### src/rtl/spi_pulse_master.sv
module spi_pulse_master #(
  parameter int DW  = 16,
  parameter int BRW = 3
) (
  input  logic                    clk,
  input  logic                    rst_n,
  input  logic                    cfg_cpol,
  input  logic                    cfg_cpha,
  input  logic                    cfg_pulse,
  input  logic [BRW-1:0]          cfg_br,
  input  logic [$clog2(DW)-1:0]   cfg_len,
  input  logic [DW-1:0]           tx_data,
  input  logic                    tx_valid,
  output logic                    tx_ready,
  output logic [DW-1:0]           rx_data,
  output logic                    rx_valid,
  output logic                    sck,
  output logic                    mosi,
  output logic                    nss,
  input  logic                    miso
);
  localparam int LW   = $clog2(DW);
  localparam int HW   = LW + 1;
  localparam int DIVW = 1 << BRW;

  typedef enum logic [1:0] {S_IDLE, S_RUN, S_GAP} st_t;

  st_t             st;
  logic [DIVW-1:0] div;
  logic [HW-1:0]   h;
  logic [DW-1:0]   sh, rs;
  logic [DIVW-1:0] half_m1;
  logic            tick, frame_end, take;

  assign half_m1   = (DIVW'(1) << cfg_br) - DIVW'(1);
  assign tick      = (div == half_m1);
  assign frame_end = (st == S_RUN) && tick && (h == {cfg_len, 1'b1});
  assign tx_ready  = (st == S_IDLE) || frame_end;
  assign take      = tx_valid && tx_ready;

  assign sck  = (st == S_RUN) ? (cfg_cpol ^ cfg_cpha ^ h[0]) : cfg_cpol;
  assign nss  = (st != S_RUN);
  assign mosi = sh[cfg_len];

  always_ff @(posedge clk or negedge rst_n) begin
    if (!rst_n) begin
      st       <= S_IDLE;
      div      <= '0;
      h        <= '0;
      sh       <= '0;
      rs       <= '0;
      rx_data  <= '0;
      rx_valid <= 1'b0;
    end else begin
      rx_valid <= 1'b0;
      case (st)
        S_IDLE: begin
          div <= '0;
          h   <= '0;
          if (take) begin
            st <= S_RUN;
            sh <= tx_data;
            rs <= '0;
          end
        end
        S_RUN: begin
          if (tick) begin
            div <= '0;
            if (frame_end) begin
              rx_valid <= 1'b1;
              rx_data  <= rs;
              h        <= '0;
              if (take) begin
                sh <= tx_data;
                rs <= '0;
                st <= cfg_pulse ? S_GAP : S_RUN;
              end else begin
                st <= S_IDLE;
              end
            end else begin
              h <= h + HW'(1);
              if (!h[0]) rs <= {rs[DW-2:0], miso};
              else       sh <= sh << 1;
            end
          end else begin
            div <= div + DIVW'(1);
          end
        end
        S_GAP: begin
          if (tick) begin
            div <= '0;
            if (h[0]) begin
              st <= S_RUN;
              h  <= '0;
            end else begin
              h <= h + HW'(1);
            end
          end else begin
            div <= div + DIVW'(1);
          end
        end
        default: st <= S_IDLE;
      endcase
    end
  end
endmodule


### config.mk
export PLATFORM = sky130hd
export DESIGN_NAME = spi_pulse_master
export DESIGN_NICKNAME = d
export VERILOG_FILES = /design/src/rtl/spi_pulse_master.sv
export SDC_FILE = /design/constraint.sdc
export NUM_CORES = 1
export LEC_CHECK = 0
export BUFFER_PORTS_ARGS = -buffer_cell sky130_fd_sc_hd__buf_4
export CAP_MARGIN = 30
export CORE_MARGIN = 2
export CORE_UTILIZATION = 55
export CTS_BUF_LIST = sky130_fd_sc_hd__clkbuf_4 sky130_fd_sc_hd__clkbuf_8
export DETAILED_ROUTE_END_ITERATION = 8
export GPL_TIMING_DRIVEN = 0
export PLACE_DENSITY_LB_ADDON = 0.08
export SLEW_MARGIN = 20
export SYNTH_ARGS = -nofsm -noshare
export SYNTH_HDL_FRONTEND = slang
export SYNTH_SLANG_ARGS = --single-unit
### constraint.sdc
create_clock -name clk -period 7.1 [get_ports clk]
set_clock_uncertainty 0.1 [all_clocks]
set_input_delay 0.71 -clock clk [delete_from_list [all_inputs] [get_ports clk]]
set_output_delay 0.71 -clock clk [all_outputs]
set_load 0.02 [all_outputs]
==> metrics.txt <==
status=completed; cell breakdown of the critical path=buf_4 -> buf_2 -> o21ba_2 -> o21ai_0 -> nand2_1 -> nor4_4 -> buf_6 -> or2_2 -> buf_4; peak supply drop=0.237 mV; share of the synthesized area in the top cell type=0.464; # hold bufs at CTS=0; Multi-input gate area=between 1500 and 2000 um^2; # IOs=51; final wirelength=7230 um; Crit Path Max Fanout=10; CTS root buf=clkbuf_8; min-delay worst type=in -> async; RSZ-0062 raised after global routing=false; #FFs+latches synth=between 60 and 70; ys async rst share=1.00; CP peak stage delay=~0.65 ns; crit end category=output port; commonest non-fill, non-tap cell in the layout=dfrtp_1; register area=1600 um^2; synthesis-to-finish area growth=19.7%; ant diodes=0; CTS tree=yes; Mapped Cells=287; Sink Count=64; die width=around 83 um; largest net degree at the start of global routing=65; Starting Density=0.576; ratio of final minimum period to clock period=0.533; Synth area leaders=dfrtp_1 46%, mux2_2 7.2%, a22o_1 4.3%; GPL Wtd Cong=0.826; crit path kind=in -> out; clock-pin slew on the worst setup and hold paths=approximately 0.08 ns; r2r endpoint=rx_data[10]$_DFFE_PN0P_; post-CTS setup buffers=0; vias in the first global route=approximately 2,500; max capacitance violation total=0; post-route DRC violation count=0; synthesized net count=325; Total Negative Setup Slacks=0 ns; post_cts resized=0; most frequent CP cell=buf_4; DR iter-0 viols=133; Final Max Tran Viols=0; # port buffers=48; Slew @ Worst Pin=0.804 ns; DP Area=a little under 4000 um^2; chip height=about 83 um; Worst EP required=6.29 ns; hpwl dp=just over 5000 um; Data arrival, critical path=slightly below 3 ns; synthesized cell area=roughly 3500 um^2; DIE AREA=between 6000 and 7000 um^2; Num CTS Buffers=9; worst-case clock buffer depth=2; sequential share of the synthesized area=0.464; Clock Latency Late Sink=roughly 0.34 ns; Max transition margin=0.464; startpoint types=primary input; GRT Residual Overflow=0; main flop type after synthesis=dfrtp_1; Slowest-stage cell, CP=nor4_4; H-tree Lvls=3; initial antenna violation count=0; pwr dens=324 nW/um^2; fin nets=about 380; f_max=264 MHz; DR vias=2,502; most frequent cells in the layout=64 x dfrtp_1, 50 x buf_4, 22 x mux2_2; Yosys cell types=between 60 and 70; first-pass GRT wire length=12,300 um; largest area contributor in the netlist=dfrtp_1; fin area=between 4000 and 5000 um^2; proportion of layout cells with a drive suffix above 1=0.379; YS warnings=0; fill count=roughly 440; per-cell routed wire length=between 15 and 20 um; # setup viols final=0; reg2reg start=h[2]$_DFFE_PN0P_; Tot Pwr=1340 uW; worst reg2reg path depth=6; Post-DRT Antenna Nets=0; Post-synth EDFFs=0; Leak=roughly 0.0019 uW; Avg Synthesized Cell Area=approximately 12 um^2; Tot GR Track Use=0.223; delay-heaviest family, CP=simple AND/OR/NAND/NOR gates; sum of buffers and inverters on the critical path=4; CORE AREA=roughly 6000 um^2; fin crit period=~3.8 ns; r2r setup slk=4.18 ns; Hold Vio Cnt, Final=0; drt first pass iters=5; Vias/cell=a little under 6; Rows=28
==> cell type report <==
class	count	share of cell area
plain buffers	14	0.0215
clock buffers	9	0.0300
clock inverters	7	0.0245
inverters	12	0.0109
multi-input cells	197	0.415
flip-flops and latches	64	0.388
well taps	75	0.0227
repair buffers	48	0.0872
==> state kept, by name, summed over array words and instances, names as in the netlist <==
signal and cells:
rx_valid 1, h 5, sh 16, st 2
rx_data 16, rs 16, div 8
==> per-layer routing <==
metal,GRT usage,vias to the layer above,part of all wire
met5,0,-,0
met4,0.0939,0,0.011
met3,0.0467,10,0.048
met2,0.313,71,0.46
met1,0.336,1227,0.48
li1,-,1194,-
==> worst max path at each step <==
stage / from / to / depth (start not counted)
detailed placement: cfg_br[1] / tx_ready / 9
finish: cfg_br[1] / tx_ready / 9
CTS: cfg_br[1] / tx_ready / 9
global placement: cfg_br[1] / tx_ready / 9
floorplan: cfg_len[0] / tx_ready / 7
global route: cfg_br[1] / tx_ready / 9
==> through the flow <==
step                instances  worst slack [ns]  utilization  hold WS [ns]
floorplan                 287              3.81            -         0.314
global placement          410              3.33        0.652         0.389
detailed placement        410              3.31        0.652         0.385
CTS                       426              3.30        0.689         0.380
global route              426              3.17        0.689         0.419
finish                    426              3.32        0.689         0.345
==> power breakdown <==
group	switching [uW]	internal [uW]	total, uW
logic	259	231	491
clock network	155	201	356
registers	62.2	430	492
==> synthesized netlist by cell type, types with 5 or more instances <==
master	instances
dfrtp_1	64
mux2_2	22
nand2_1	18
a22o_1	17
inv_1	12
nor2_1	12
o221a_2	12
xor2_1	9
a21oi_1	8
ha_1	8
nand2b_1	8
or2b_1	7
o21ai_0	6
buf_2	5
mux4_2	5
==> cells by family after synthesis <==
family          Yosys count  share of synthesized area
flops                    64                      0.464
compound gates           67                      0.178
simple gates             80                      0.146
fa+ha+maj                 8                     0.0290
xor+xnor                 12                     0.0305
mux                      30                      0.113
buf+inv                  26                     0.0388
Note: power is estimated with default switching activity, not from simulation.
